`src/rtl/irq_agg_pkg.sv`:
```
package irq_agg_pkg;

   // Register addresses; the status banks and mask banks are each contiguous
   localparam int unsigned CTRL_ADDR      = 0;
   localparam int unsigned MISC_MASK_ADDR = 1;
   localparam int unsigned MISC_STAT_ADDR = 2;
   localparam int unsigned OVW_ADDR       = 3;
   localparam int unsigned FMASK_BASE     = 8;
   localparam int unsigned FSTAT_BASE     = 16;
   localparam int unsigned MAX_BANKS      = 8;

   // Control register fields, bit 0 = global enable, bit 1 = FIFO-group enable
   typedef struct packed {
      logic fifo_grp_en;
      logic glob_en;
   } irq_ctrl_t;

endpackage

```
`src/rtl/irq_status_bank.sv`:
```
module irq_status_bank #(
   parameter int unsigned W                = 8,
   parameter bit          MASK_GATES_LATCH = 1'b1
) (
   input  logic         clk,
   input  logic         rst_n,
   input  logic [W-1:0] evt,
   input  logic [W-1:0] mask,
   input  logic         clr,
   output logic [W-1:0] stat
);

   logic [W-1:0] admit;

   generate
      if (W < 1) begin : g_bad_width
         $error("irq_status_bank: W must be at least 1");
      end
      if (MASK_GATES_LATCH) begin : g_gated
         assign admit = evt & mask;
      end else begin : g_free
         logic unused_mask;
         assign unused_mask = ^mask;
         assign admit = evt;
      end
   endgenerate

   // Clear first, then OR in new events, so an event during a read survives
   always_ff @(posedge clk) begin
      if (!rst_n) begin
         stat <= '0;
      end else begin
         stat <= (clr ? '0 : stat) | admit;
      end
   end

endmodule

```
`src/rtl/irq_cfg_regs.sv`:
```
module irq_cfg_regs
   import irq_agg_pkg::*;
#(
   parameter int unsigned N_BANKS = 8,
   parameter int unsigned BANK_W  = 8,
   parameter int unsigned MISC_W  = 8,
   parameter int unsigned ADDR_W  = 5,
   parameter int unsigned DATA_W  = 8,
   localparam int unsigned N_FIFO = N_BANKS * BANK_W
) (
   input  logic              clk,
   input  logic              rst_n,
   input  logic [ADDR_W-1:0] addr,
   input  logic              wr,
   input  logic [DATA_W-1:0] wdata,
   output irq_ctrl_t         ctrl,
   output logic [N_FIFO-1:0] fifo_mask,
   output logic [MISC_W-1:0] misc_mask
);

   always_ff @(posedge clk) begin
      if (!rst_n) begin
         ctrl <= '0;
      end else if (wr && addr == ADDR_W'(CTRL_ADDR)) begin
         ctrl <= irq_ctrl_t'(wdata[1:0]);
      end
   end

   always_ff @(posedge clk) begin
      if (!rst_n) begin
         misc_mask <= '0;
      end else if (wr && addr == ADDR_W'(MISC_MASK_ADDR)) begin
         misc_mask <= wdata[MISC_W-1:0];
      end
   end

   generate
      for (genvar k = 0; k < N_BANKS; k++) begin : g_mask
         always_ff @(posedge clk) begin
            if (!rst_n) begin
               fifo_mask[k*BANK_W +: BANK_W] <= '0;
            end else if (wr && addr == ADDR_W'(FMASK_BASE + k)) begin
               fifo_mask[k*BANK_W +: BANK_W] <= wdata[BANK_W-1:0];
            end
         end
      end
   endgenerate

endmodule

```
`src/rtl/irq_read_port.sv`:
```
module irq_read_port
   import irq_agg_pkg::*;
#(
   parameter int unsigned N_BANKS = 8,
   parameter int unsigned BANK_W  = 8,
   parameter int unsigned MISC_W  = 8,
   parameter int unsigned ADDR_W  = 5,
   parameter int unsigned DATA_W  = 8,
   localparam int unsigned N_FIFO = N_BANKS * BANK_W
) (
   input  logic               clk,
   input  logic               rst_n,
   input  logic [ADDR_W-1:0]  addr,
   input  logic               rd,
   input  irq_ctrl_t          ctrl,
   input  logic [N_FIFO-1:0]  fifo_mask,
   input  logic [N_FIFO-1:0]  fifo_stat,
   input  logic [MISC_W-1:0]  misc_mask,
   input  logic [MISC_W-1:0]  misc_stat,
   input  logic [N_BANKS-1:0] overview,
   output logic [N_BANKS-1:0] fifo_clr,
   output logic               misc_clr,
   output logic [DATA_W-1:0]  rdata
);

   logic [DATA_W-1:0] rd_val;

   always_comb begin
      rd_val = '0;
      if (addr == ADDR_W'(CTRL_ADDR))      rd_val = DATA_W'(ctrl);
      if (addr == ADDR_W'(MISC_MASK_ADDR)) rd_val = DATA_W'(misc_mask);
      if (addr == ADDR_W'(MISC_STAT_ADDR)) rd_val = DATA_W'(misc_stat);
      if (addr == ADDR_W'(OVW_ADDR))       rd_val = DATA_W'(overview);
      for (int k = 0; k < N_BANKS; k++) begin
         if (addr == ADDR_W'(FMASK_BASE + k)) rd_val = DATA_W'(fifo_mask[k*BANK_W +: BANK_W]);
         if (addr == ADDR_W'(FSTAT_BASE + k)) rd_val = DATA_W'(fifo_stat[k*BANK_W +: BANK_W]);
      end
   end

   assign misc_clr = rd && (addr == ADDR_W'(MISC_STAT_ADDR));

   generate
      for (genvar k = 0; k < N_BANKS; k++) begin : g_clr
         assign fifo_clr[k] = rd && (addr == ADDR_W'(FSTAT_BASE + k));
      end
   endgenerate

   always_ff @(posedge clk) begin
      if (!rst_n) begin
         rdata <= '0;
      end else if (rd) begin
         rdata <= rd_val;
      end
   end

endmodule

```
`src/rtl/irq_aggregator.sv`:
```
module irq_aggregator
   import irq_agg_pkg::*;
#(
   parameter int unsigned N_BANKS = 8,
   parameter int unsigned BANK_W  = 8,
   parameter int unsigned MISC_W  = 8,
   parameter int unsigned ADDR_W  = 5,
   parameter int unsigned DATA_W  = 8,
   localparam int unsigned N_FIFO = N_BANKS * BANK_W
) (
   input  logic              clk,
   input  logic              rst_n,
   input  logic [ADDR_W-1:0] bus_addr,
   input  logic              bus_rd,
   input  logic              bus_wr,
   input  logic [DATA_W-1:0] bus_wdata,
   output logic [DATA_W-1:0] bus_rdata,
   input  logic [N_FIFO-1:0] fifo_evt,
   input  logic [MISC_W-1:0] misc_evt,
   output logic              irq_n
);

   generate
      if (N_BANKS < 1 || N_BANKS > MAX_BANKS) begin : g_bad_banks
         $error("irq_aggregator: N_BANKS out of range");
      end
      if (BANK_W > DATA_W || MISC_W > DATA_W || N_BANKS > DATA_W || DATA_W < 2) begin : g_bad_data
         $error("irq_aggregator: a register is wider than the data bus");
      end
      if ((1 << ADDR_W) < FSTAT_BASE + MAX_BANKS) begin : g_bad_addr
         $error("irq_aggregator: ADDR_W too small for the register map");
      end
   endgenerate

   irq_ctrl_t          ctrl;
   logic [N_FIFO-1:0]  fifo_mask;
   logic [N_FIFO-1:0]  fifo_stat;
   logic [MISC_W-1:0]  misc_mask;
   logic [MISC_W-1:0]  misc_stat;
   logic [N_BANKS-1:0] overview;
   logic [N_BANKS-1:0] fifo_clr;
   logic               misc_clr;

   irq_cfg_regs #(
      .N_BANKS(N_BANKS), .BANK_W(BANK_W), .MISC_W(MISC_W),
      .ADDR_W(ADDR_W), .DATA_W(DATA_W)
   ) cfg_i (
      .clk       (clk),
      .rst_n     (rst_n),
      .addr      (bus_addr),
      .wr        (bus_wr),
      .wdata     (bus_wdata),
      .ctrl      (ctrl),
      .fifo_mask (fifo_mask),
      .misc_mask (misc_mask)
   );

   generate
      for (genvar k = 0; k < N_BANKS; k++) begin : g_bank
         irq_status_bank #(.W(BANK_W), .MASK_GATES_LATCH(1'b1)) bank_i (
            .clk   (clk),
            .rst_n (rst_n),
            .evt   (fifo_evt[k*BANK_W +: BANK_W]),
            .mask  (fifo_mask[k*BANK_W +: BANK_W]),
            .clr   (fifo_clr[k]),
            .stat  (fifo_stat[k*BANK_W +: BANK_W])
         );
         assign overview[k] = |fifo_stat[k*BANK_W +: BANK_W];
      end
   endgenerate

   irq_status_bank #(.W(MISC_W), .MASK_GATES_LATCH(1'b0)) misc_i (
      .clk   (clk),
      .rst_n (rst_n),
      .evt   (misc_evt),
      .mask  (misc_mask),
      .clr   (misc_clr),
      .stat  (misc_stat)
   );

   irq_read_port #(
      .N_BANKS(N_BANKS), .BANK_W(BANK_W), .MISC_W(MISC_W),
      .ADDR_W(ADDR_W), .DATA_W(DATA_W)
   ) rdp_i (
      .clk       (clk),
      .rst_n     (rst_n),
      .addr      (bus_addr),
      .rd        (bus_rd),
      .ctrl      (ctrl),
      .fifo_mask (fifo_mask),
      .fifo_stat (fifo_stat),
      .misc_mask (misc_mask),
      .misc_stat (misc_stat),
      .overview  (overview),
      .fifo_clr  (fifo_clr),
      .misc_clr  (misc_clr),
      .rdata     (bus_rdata)
   );

   logic fifo_pend;
   logic misc_pend;

   assign fifo_pend = ctrl.fifo_grp_en && |(fifo_stat & fifo_mask);
   assign misc_pend = |(misc_stat & misc_mask);
   assign irq_n     = !(ctrl.glob_en && (fifo_pend || misc_pend));

endmodule


```
`config.mk`:
```
export PLATFORM = sky130hd
export DESIGN_NAME = irq_aggregator
export DESIGN_NICKNAME = d
export VERILOG_FILES = /design/src/rtl/irq_agg_pkg.sv /design/src/rtl/irq_status_bank.sv /design/src/rtl/irq_cfg_regs.sv /design/src/rtl/irq_read_port.sv /design/src/rtl/irq_aggregator.sv
export SDC_FILE = /design/constraint.sdc
export NUM_CORES = 1
export LEC_CHECK = 0
export BUFFER_PORTS_ARGS = -buffer_cell sky130_fd_sc_hd__buf_2
export CELL_PAD_IN_SITES_DETAIL_PLACEMENT = 1
export CELL_PAD_IN_SITES_GLOBAL_PLACEMENT = 1
export CORE_AREA = 2 2 142 144
export DETAILED_ROUTE_END_ITERATION = 12
export DIE_AREA = 0 0 144 146
export HOLD_SLACK_MARGIN = 0.02
export PLACE_DENSITY_LB_ADDON = 0.1
export SKIP_LAST_GASP = 1
export SYNTH_ARGS = -nofsm -noshare
export SYNTH_HDL_FRONTEND = slang
export SYNTH_SLANG_ARGS = --single-unit
```
`constraint.sdc`:
```
create_clock -name clk -period 2.4 [get_ports clk]
set_input_delay 0.48 -clock clk [delete_from_list [all_inputs] [get_ports clk]]
set_output_delay 0.48 -clock clk [all_outputs]
set_load 0.05 [all_outputs]
```
==> qor.yml, run 1 <==
synthesis:
  async_reset_ff_share_pct: 0
  netlist_instances: 920
  syn-cell-area_mm2: 0.00789
  ys_seq_area_share_pct: 39.1
  ys_ff_latch: 154
  yosys_warnings: 0
  synth_fp_nets: 1009
  syn_avg_cell_area_um2: 8.57
  synthFlopType: "dfxtp_1"
  synth_cell_type_count: 62
  synth-edff-count: 0
placed_design:
  port_buffers: 97
  post-place-ws_ps: -138
  place.gp.congestion: 1.01
  dpl_cell_area_mm2: 0.0100
  dpl.hpwl_mm: 31.8
power_and_ir_drop:
  switching_share_pct: 28.3
  power.total_mw: 6.23
  switchingPower_mw: 1.76
  p_int_mw: 4.47
  clkPwrFrac_pct: 46.1
  power_leakage_nw: 4.37
  combPwrFrac_pct: 11.9
  p_seq_share_pct: 42.0
  pwr_density_cell_mw_per_mm2: 578
  vdd_drop_max_uv: 486
detailed_routing:
  drc_errors: 0
  wl_per_cell_um: 28.4
  vias_per_cell: 6.20
  routed_wirelength_mm: 41.4
  ant_nets: 0
  drt_iter0_drc: 1120
  vias: 9042
  firstDrtPassIters: 5
grt:
  grt_max_degree: 157
  grt-ovfl-total: 0
  grt_usage_pct: 39.6
  grt_pass1_vias: 9164
  antenna_found_initial: 1
  grt_pass1_wl_mm: 60.1
clock_network:
  clock_latency_ps: 440
  ctsHoldBuffers: 0
  tritoncts: "done"
  clkSlewWorstSetupHoldPaths_ps: 70
  root_buffer: "clkbuf_16"
  cts_buffers: 17
  clock_sinks: 154
  htreeDepth: 4
  ctsLongestPathBuffers: 2
worst_setup_path:
  cp_num_buf_inv: 1
  path_class: "flop to primary output"
  cpLargestDelayFamily: "compound AO/OA/AOI/OAI gates"
  worstPathCellList: "a22oi_1 > nand4_1 > nor3_2 > a21boi_2 > o21ai_1 > buf_6"
  timing.rr.end: "rdp_i.rdata[6]"
  reg2regPathDepth: 6
  cp.depth: 6
  critPathMaxFanout: 4
  r2r_slack_ps: 100
  worstSetupEndpointType: "primary output"
  cp.arrival_ps: 2210
  regToRegStartpoint: "g_bank[6].bank_i.stat[0]"
  worstSetupStartpointType: "flop"
  worst-endpoint-required_ps: 1920
  slowest_delay_ps: 400
  cp_slowest_cell: "dfxtp_1"
layout:
  syn_to_final_growth_pct: 36.6
  post-route-cell-area_mm2: 0.0108
  nNetsFinal: 1266
  nFillCells: 2338
  drive_above_1_share_pct: 30.7
die:
  initial_core_util_pct: 40.8
  die_x_um: 144
  rows: 51
  io_pins: 98
  die_h_um: 146
  core_mm2: 0.0193
  die_area_mm2: 0.0210
timing:
  final_max_slew_viol_count: 0
  whs_ps: 271
  worstMarginPinSlew_ps: 596
  fin_crit_sh_pct: 112
  layout_setup_ws_ps: -289
  fin_crit_ps: 2690
  finalSetupTns_ps: -289
  fmax_mhz: 372
  fin_skew_ps: 12.1
  rsz0062_at_grt: "yes"
  maxSlewHeadroom_pct: 60.3
  setup_viol: 1
  finalHoldViolations: 0
run:
  max_cap_viol_count: 0
worst_hold_path:
  hold_depth: 3
  worstHoldPathType: "primary input to flop"
  holdCritStartpoint: "misc_evt[3]"
  worstHoldEndpoint: "misc_i.stat[3]"
run_status:
  status: "complete, but fails checks"
  violations: "negative setup slack"
per-layer routing:
| metal | vias to the layer above | track usage (%) | part of all wire [%] |
|---|---|---|---|
| met5 | - | 0 | 0 |
| met1 | 4506 | 53.4 | 43 |
| li1 | 3971 | - | - |
| met4 | 0 | 18.4 | 4.5 |
| met2 | 477 | 58.8 | 43 |
| met3 | 88 | 10.5 | 9.2 |
flip-flops by register name, indices dropped and copies added, names as in the netlist:
name and count:
g_bank.bank_i.stat 64, rdp_i.rdata 8, cfg_i.misc_mask 8, misc_i.stat 8
cfg_i.fifo_mask 64, cfg_i.ctrl 2
worst max-delay path by stage:
stage / startpoint / endpoint / slack, ps
final: g_bank[7].bank_i.stat[6] / irq_n / -290
after global routing: cfg_i.fifo_mask[52] / irq_n / -310
after CTS: cfg_i.fifo_mask[52] / irq_n / -210
after detailed placement: g_bank[2].bank_i.stat[3] / irq_n / -140
after global placement: g_bank[6].bank_i.stat[4] / irq_n / -130
after floorplan: g_bank[6].bank_i.stat[4] / irq_n / 90
power by group through the flow:
stage               clock (mW)  combinational, mW  sequential (mW)
finish                    2.87              0.740             2.62
detailed placement           0              0.716             2.67
global placement             0              0.711             2.67
floorplan                    0              0.313             2.69
global route              2.98              0.770             2.62
CTS                       2.89              0.720             2.62
per-stage QoR:
step                      cells  utilization, %
after detailed placement   1422            51.9
after CTS                  1455            55.7
after global placement     1422            51.9
after global routing       1455            55.7
after floorplan             920               -
final                      1458            55.7
cell usage in the layout, fill, tap and decap left out, types with 5 or more instances in the layout:
cell	n
buf_2	95
inv_1	5
nand3_1	58
nor2b_1	121
dfxtp_1	148
nor2_1	28
a22o_1	15
nor3_1	14
mux2i_1	44
a31oi_1	5
a21oi_1	42
o22ai_1	12
o21ai_0	30
nand2b_1	11
buf_4	202
a21o_1	6
buf_12	6
a2111oi_0	6
a22oi_1	86
nand4_1	6
nor4_1	16
a221oi_2	7
clkbuf_16	17
o221ai_1	7
a221oi_1	5
a32oi_1	5
nand2_1	73
o31ai_1	6
a21boi_0	33
dfxtp_2	6
inv_8	5
cells in the mapped netlist, drive strengths merged, types with 25 or more instances:
master  instances  area share, %
nor2b         121            9.6
o21ai          31            2.0
nor2           30            1.5
nand2          73            3.5
buf            25            1.8
nand3          58            3.7
a21boi         34            3.2
a21oi          42            2.7
mux2i          44            5.6
clkbuf         41            2.0
a22oi          86            8.2
dfxtp         154             39
area by class of cell:
class | instances | area, µm² | share of cell area [%]
clock inverters | 14 | 175 | 1.63
flip-flops and latches | 154 | 3090 | 28.7
diodes | 3 | 7.51 | 0.0697
well taps | 265 | 332 | 3.08
multi-input cells | 695 | 4600 | 42.7
clock buffers | 18 | 429 | 3.98
repair buffers | 304 | 2120 | 19.7
inverters | 5 | 18.8 | 0.174
worst min-delay path: cells and delay by family:
| family | cells | cell delay [ps] |
|---|---|---|
| simple gates | 1 | 90 |
| compound gates | 1 | 30 |
| buf+inv | 1 | 70 |
kinds of logic (layout without fill, tap and decap cells):
logic type	count (synthesis)	in the layout	synth area share, %
AOI/OAI and AO/OA	300	300	27.1
xor gates and xnor gates	1	1	0.111
and+or+nand+nor	349	349	23.9
other	0	3	0
DFF	154	154	39.1
muxes	45	45	5.73
buffers and inverters	71	341	4.03
timing repair:
| action | CTS | global route |
|---|---|---|
| gates resized for setup | 25 | 0 |
| setup endpoints to repair | 1 | 1 |
| setup buffers | 1 | 0 |
| pin swaps | 11 | 0 |
Note: power is estimated with default switching activity, not from simulation.
==> run 2: changes to the inputs <==
--- a/config.mk
+++ b/config.mk
@@ -8,11 +8,11 @@
 export BUFFER_PORTS_ARGS = -buffer_cell sky130_fd_sc_hd__buf_2
 export CELL_PAD_IN_SITES_DETAIL_PLACEMENT = 1
 export CELL_PAD_IN_SITES_GLOBAL_PLACEMENT = 1
-export CORE_AREA = 2 2 142 144
+export CORE_AREA = 2 2 137 139
 export DETAILED_ROUTE_END_ITERATION = 12
-export DIE_AREA = 0 0 144 146
+export DIE_AREA = 0 0 139 141
 export HOLD_SLACK_MARGIN = 0.02
-export PLACE_DENSITY_LB_ADDON = 0.1
+export PLACE_DENSITY = 0.83
 export SKIP_LAST_GASP = 1
 export SYNTH_ARGS = -nofsm -noshare
 export SYNTH_HDL_FRONTEND = slang
==> qor.yml, run 2 (synthesis gave the netlist of run 1 again) <==
run_status:
  status: "complete, but fails checks"
  violations: "negative setup slack"
die:
  core_mm2: 0.0183  # -5.5%
  die_x_um: 139  # -3.5%
  io_pins: 98  # unchanged
  initial_core_util_pct: 43.2  # +2.4 points
  die_h_um: 141  # -3.4%
  rows: 50  # -2.0%
  die_area_mm2: 0.0196  # -6.8%
grt:
  grt_usage_pct: 42.0  # +2.4 points
  grt_max_degree: 157  # unchanged
  grt_pass1_wl_mm: 60.9  # +1.4%
  grt-ovfl-total: 0  # unchanged
  grt_pass1_vias: 9267  # +1.1%
  antenna_found_initial: 0  # -1
worst_setup_path:
  worstSetupStartpointType: "flop"
  worstSetupEndpointType: "primary output"
  cp.arrival_ps: 2350  # +140 ps
  worst-endpoint-required_ps: 1920  # about the same
  reg2regPathDepth: 7  # +1
  path_class: "flop to primary output"
  critPathMaxFanout: 4  # unchanged
layout:
  nNetsFinal: 1256  # -0.79%
  top_regs: "cfg_i.fifo_mask (64), g_bank.bank_i.stat (64)"
  syn_to_final_growth_pct: 34.7
  antenna_cells: 0  # -3
  post-route-cell-area_mm2: 0.0106  # -1.4%
  drive_above_1_share_pct: 29.7  # -0.93 points
  finish.utilization_pct: 58.2  # +2.4 points
  final_cell_mix: "buf_4, dfxtp_1, nor2b_1"
  mostFrequentLayoutCell: "buf_4"
clock_network:
  clkSlewWorstSetupHoldPaths_ps: 70  # about the same
  cts_buffers: 17  # unchanged
  post_cts_buffers: 0  # -1
  clock_latency_ps: 430  # about the same
  clock_sinks: 154  # unchanged
  htreeDepth: 4  # unchanged
  tritoncts: "done"
  ctsLongestPathBuffers: 2  # unchanged
  root_buffer: "clkbuf_16"
detailed_routing:
  ant_nets: 0  # unchanged
  drc_errors: 0  # unchanged
  routed_wirelength_mm: 42.0  # +1.4%
  drt_iter0_drc: 1250  # +12%
  vias: 9358  # +3.5%
  firstDrtPassIters: 7  # +2
  vias_per_cell: 6.62  # +6.7%
  wl_per_cell_um: 29.7  # +4.6%
worst_hold_path:
  worstHoldPathType: "primary input to flop"
  hold_depth: 3  # unchanged
power_and_ir_drop:
  p_seq_share_pct: 42.4  # +0.4 points
  combPwrFrac_pct: 11.9  # about the same
  p_int_mw: 4.36  # -2.4%
  clkPwrFrac_pct: 45.7  # -0.4 points
  switching_share_pct: 29.5  # +1.2 points
  power.total_mw: 6.19  # -0.72%
  vdd_drop_max_uv: 501  # +3.0%
  pwr_density_cell_mw_per_mm2: 582  # +0.66%
  switchingPower_mw: 1.82  # +3.5%
  power_leakage_nw: 4.30  # -1.4%
timing:
  maxSlewHeadroom_pct: 41.3  # -19 points
  fin_skew_ps: 11.0  # -1.11 ps
  final_max_slew_viol_count: 0  # unchanged
  finalHoldViolations: 0  # unchanged
  rsz0062_at_grt: "yes"
  fmax_mhz: 354  # -4.8%
  layout_setup_ws_ps: -426  # -137 ps
  whs_ps: 275  # +3.98 ps
  setup_viol: 2  # +1
  fin_crit_sh_pct: 118  # +5.7 points
  fin_crit_ps: 2830  # +137 ps
  finalSetupTns_ps: -467  # -178 ps
  worstMarginPinSlew_ps: 873  # +277 ps
placed_design:
  place.gp.congestion: 1.06  # +5.1%
  dpl_cell_area_mm2: 0.00992  # -1.1%
  dpl.hpwl_mm: 31.5  # -0.91%
  port_buffers: 97  # unchanged
run:
  max_cap_viol_count: 0  # unchanged
==> run 2: changes by cell type in the layout (fill, tap and decap cells not counted), moves of 3 or more <==
| cell | change |
|---|---|
| diode_2 | -3 |
| dfxtp_2 | -3 |
| buf_4 | -10 |
| dfxtp_1 | +3 |
| clkinv_8 | +3 |
==> run 2: cell type report <==
cell class,count,area (µm²)
inverter,5,18.8
fill,2172,7640
tap,234,293
multi-input combinational,695,4570
clock inverter,15,180
clock buffer,17,425
sequential,154,3090
timing repair buffer,294,2050
==> run 2: through the flow <==
step	instances	worst slack, ps
6_report	1414	-426
5_1_grt	1414	-442
4_1_cts	1414	-400
3_5_place_dp	1382	-354
3_3_place_gp	1382	-296
2_1_floorplan	920	92.3
==> run 2: critical path, stage by stage (launching register included) <==
cell and delay (ps):
dfxtp_2 350, a22o_4 290, a221oi_4 260, nand4_1 330, nor3_2 190, a21boi_1 120, o21ai_1 190, buf_6 180
==> run 2: path summary, 6_finish.rpt <==
kind                            start             endpoint  slack (ps)
min                       misc_evt[4]       misc_i.stat[4]         280
min reg2reg       cfg_i.fifo_mask[49]  cfg_i.fifo_mask[49]         540
max                cfg_i.fifo_mask[5]                irq_n        -430
max reg2reg  g_bank[6].bank_i.stat[3]       rdp_i.rdata[6]         -40
==> run 2: what timing repair did <==
item	CTS	global route
resized for setup	15	5
hold buffers	0	0
endpoints found under the setup margin	1	3
pin swaps	5	1
==> run 2: metal layers <==
metal / GRT usage, % / part of all wire, %
met1: 53.5 / 39
met2: 64.2 / 43
met3: 12.5 / 12
met4: 22.1 / 6.2
met5: 0 / 0
==> run 2: power by group through the flow <==
| stage | logic, mW | clock network (mW) | registers (mW) |
|---|---|---|---|
| floorplan | 0.313 | 0 | 2.69 |
| global placement | 0.690 | 0 | 2.68 |
| detailed placement | 0.697 | 0 | 2.68 |
| CTS | 0.706 | 2.81 | 2.62 |
| global route | 0.754 | 2.93 | 2.62 |
| finish | 0.734 | 2.83 | 2.62 |
==> run 3: changes to the inputs <==
--- a/config.mk
+++ b/config.mk
@@ -5,14 +5,14 @@
 export SDC_FILE = /design/constraint.sdc
 export NUM_CORES = 1
 export LEC_CHECK = 0
-export BUFFER_PORTS_ARGS = -buffer_cell sky130_fd_sc_hd__buf_2
 export CELL_PAD_IN_SITES_DETAIL_PLACEMENT = 1
 export CELL_PAD_IN_SITES_GLOBAL_PLACEMENT = 1
-export CORE_AREA = 2 2 137 139
+export CORE_AREA = 2 2 132 134
 export DETAILED_ROUTE_END_ITERATION = 12
-export DIE_AREA = 0 0 139 141
+export DIE_AREA = 0 0 134 136
+export DONT_BUFFER_PORTS = 1
 export HOLD_SLACK_MARGIN = 0.02
-export PLACE_DENSITY = 0.83
+export PLACE_DENSITY = 0.82
 export SKIP_LAST_GASP = 1
 export SYNTH_ARGS = -nofsm -noshare
 export SYNTH_HDL_FRONTEND = slang
==> qor.yml, run 3 (synthesis gave the netlist of run 1 again) <==
layout:
  syn_to_final_growth_pct: 23.1
  final_cell_mix: "dfxtp_1, buf_4, nor2b_1"
  drive_above_1_share_pct: 20.1  # -9.6 points
  final_cells: 1260  # -11%
  mostFrequentLayoutCell: "dfxtp_1"
  top_regs: "cfg_i.fifo_mask (64), g_bank.bank_i.stat (64)"
  nNetsFinal: 1110  # -12%
timing:
  finalSetupTns_ps: -192  # +274 ps
  final_max_slew_viol_count: 0  # unchanged
  maxSlewHeadroom_pct: 35.5  # -5.8 points
  fin_skew_ps: 8.24  # -2.74 ps
  fin_crit_sh_pct: 108  # -9.7 points
  rsz0062_at_grt: "yes"
  fmax_mhz: 386  # +9.0%
  worstMarginPinSlew_ps: 960  # +87.2 ps
  layout_setup_ws_ps: -192  # +234 ps
  fin_crit_ps: 2590  # -234 ps
  setup_viol: 1  # -1
  finalHoldViolations: 0  # unchanged
clock_network:
  root_buffer: "clkbuf_16"
  ctsLongestPathBuffers: 2  # unchanged
  tritoncts: "done"
  cts_buffers: 17  # unchanged
  htreeDepth: 4  # unchanged
  clock_latency_ps: 450  # +20 ps
  clock_sinks: 154  # unchanged
  ctsHoldBuffers: 0  # unchanged
  clkSlewWorstSetupHoldPaths_ps: 70  # about the same
placed_design:
  place.gp.congestion: 1.10  # +3.6%
  port_buffers: 0  # -100%
  post-place-ws_ps: -138  # +216 ps
  dpl.hpwl_mm: 29.7  # -5.9%
  placed_cells: 1225  # -11%
run_status:
  status: "complete, but fails checks"
  violations: "negative setup slack"
worst_setup_path:
  cp_slowest_cell: "dfxtp_2"
  worst-endpoint-required_ps: 1920  # about the same
  reg2regPathDepth: 7  # unchanged
  critPathMaxFanout: 4  # unchanged
  worstPathCellList: "a22o_1 > a221oi_2 > nand4_1 > nor3_2 > a21boi_2 > o21ai_2 > buf_6"
  cpLargestDelayFamily: "compound AO/OA/AOI/OAI gates"
  cp.depth: 7  # unchanged
  worstSetupEndpointType: "primary output"
  cp.arrival_ps: 2110  # -240 ps
  slowest_delay_ps: 350  # about the same
  path_class: "flop to primary output"
  worstSetupStartpointType: "flop"
  cp_num_buf_inv: 1  # unchanged
worst_hold_path:
  hold_depth: 1  # -2
  worstHoldPathType: "primary input to flop"
run:
  max_cap_viol_count: 0  # unchanged
detailed_routing:
  vias_per_cell: 6.99  # +5.7%
  wl_per_cell_um: 32.1  # +8.0%
  firstDrtPassIters: 6  # -1
  drc_errors: 0  # unchanged
  drt_iter0_drc: 1208  # -3.4%
  ant_nets: 0  # unchanged
  vias: 8813  # -5.8%
  routed_wirelength_mm: 40.4  # -3.8%
grt:
  grt-ovfl-total: 0  # unchanged
  grt_pass1_wl_mm: 57.8  # -5.1%
  grt_pass1_vias: 8652  # -6.6%
  grt_usage_pct: 44.1  # +2.1 points
  grt_util_met2_pct: 66.9  # +2.6 points
  met1_usage_pct: 56.2  # +2.7 points
  antenna_found_initial: 2  # +2
  busiest_layer: "met2"
  met3_usage_pct: 13.9  # +1.5 points
  grt_max_degree: 158  # +0.64%
power_and_ir_drop:
  pwr_density_cell_mw_per_mm2: 607  # +4.2%
  power_leakage_nw: 3.65  # -15%
  vdd_drop_max_uv: 464  # -7.4%
die:
  core_mm2: 0.0169  # -7.6%
  die_area_mm2: 0.0182  # -7.0%
  io_pins: 98  # unchanged
  die_x_um: 134  # -3.6%
  die_h_um: 136  # -3.5%
  rows: 48  # -4.0%
  initial_core_util_pct: 46.7  # +3.6 points
==> run 3: stage by stage <==
step	area (µm²)	util [%]	total power [mW]	hold WS, ps
floorplan	7890	-	3.01	467
global placement	8990	53.3	3.10	498
detailed placement	8990	53.3	3.10	509
CTS	9700	57.5	5.86	175
global route	9710	57.5	5.99	179
finish	9710	57.5	5.89	167
==> run 3: final timing paths <==
path,to,startpoint,slack (ps)
worst max register to register,rdp_i.rdata[2],g_bank[2].bank_i.stat[4],40
worst min-delay path,g_bank[2].bank_i.stat[1],rst_n,170
worst min register to register,cfg_i.fifo_mask[16],cfg_i.fifo_mask[16],520
worst max-delay path,irq_n,cfg_i.fifo_mask[16],-190
==> run 3: timing repair <==
action,4_1_cts,5_1_grt
setup buffers,2,0
endpoints found under the setup margin,1,2
pin swaps,6,4
gates resized for setup,22,2
==> run 3: cell type report <==
type	count	area [µm²]
sequential	154	3090
antenna	1	2.50
inverter	5	18.8
clock buffer	20	457
fill	2007	7160
clock inverter	12	140
timing repair buffer	148	1140
tap	225	282
multi-input combinational	695	4580
==> run 3: worst register-to-register path: cells and delay by family (launching register included) <==
family	cells	cell delay (ps)
AOI/OAI and AO/OA	5	1420
buffers and inverters	1	150
DFF	1	320
and+or+nand+nor	1	370
==> run 3: layer usage <==
| layer | part of all wire, % | up-vias |
|---|---|---|
| li1 | - | 3666 |
| met2 | 43 | 657 |
| met4 | 5.5 | 2 |
| met1 | 39 | 4336 |
| met3 | 13 | 152 |
| met5 | 0.032 | - |
==> run 3: where the power goes <==
group	switching, mW	total (mW)	internal, mW	leakage, nW
registers	0.0602	2.65	2.58	1.25
logic	0.231	0.424	0.193	2.11
clock network	1.22	2.82	1.60	0.289
total	1.51	5.89	4.38	3.65
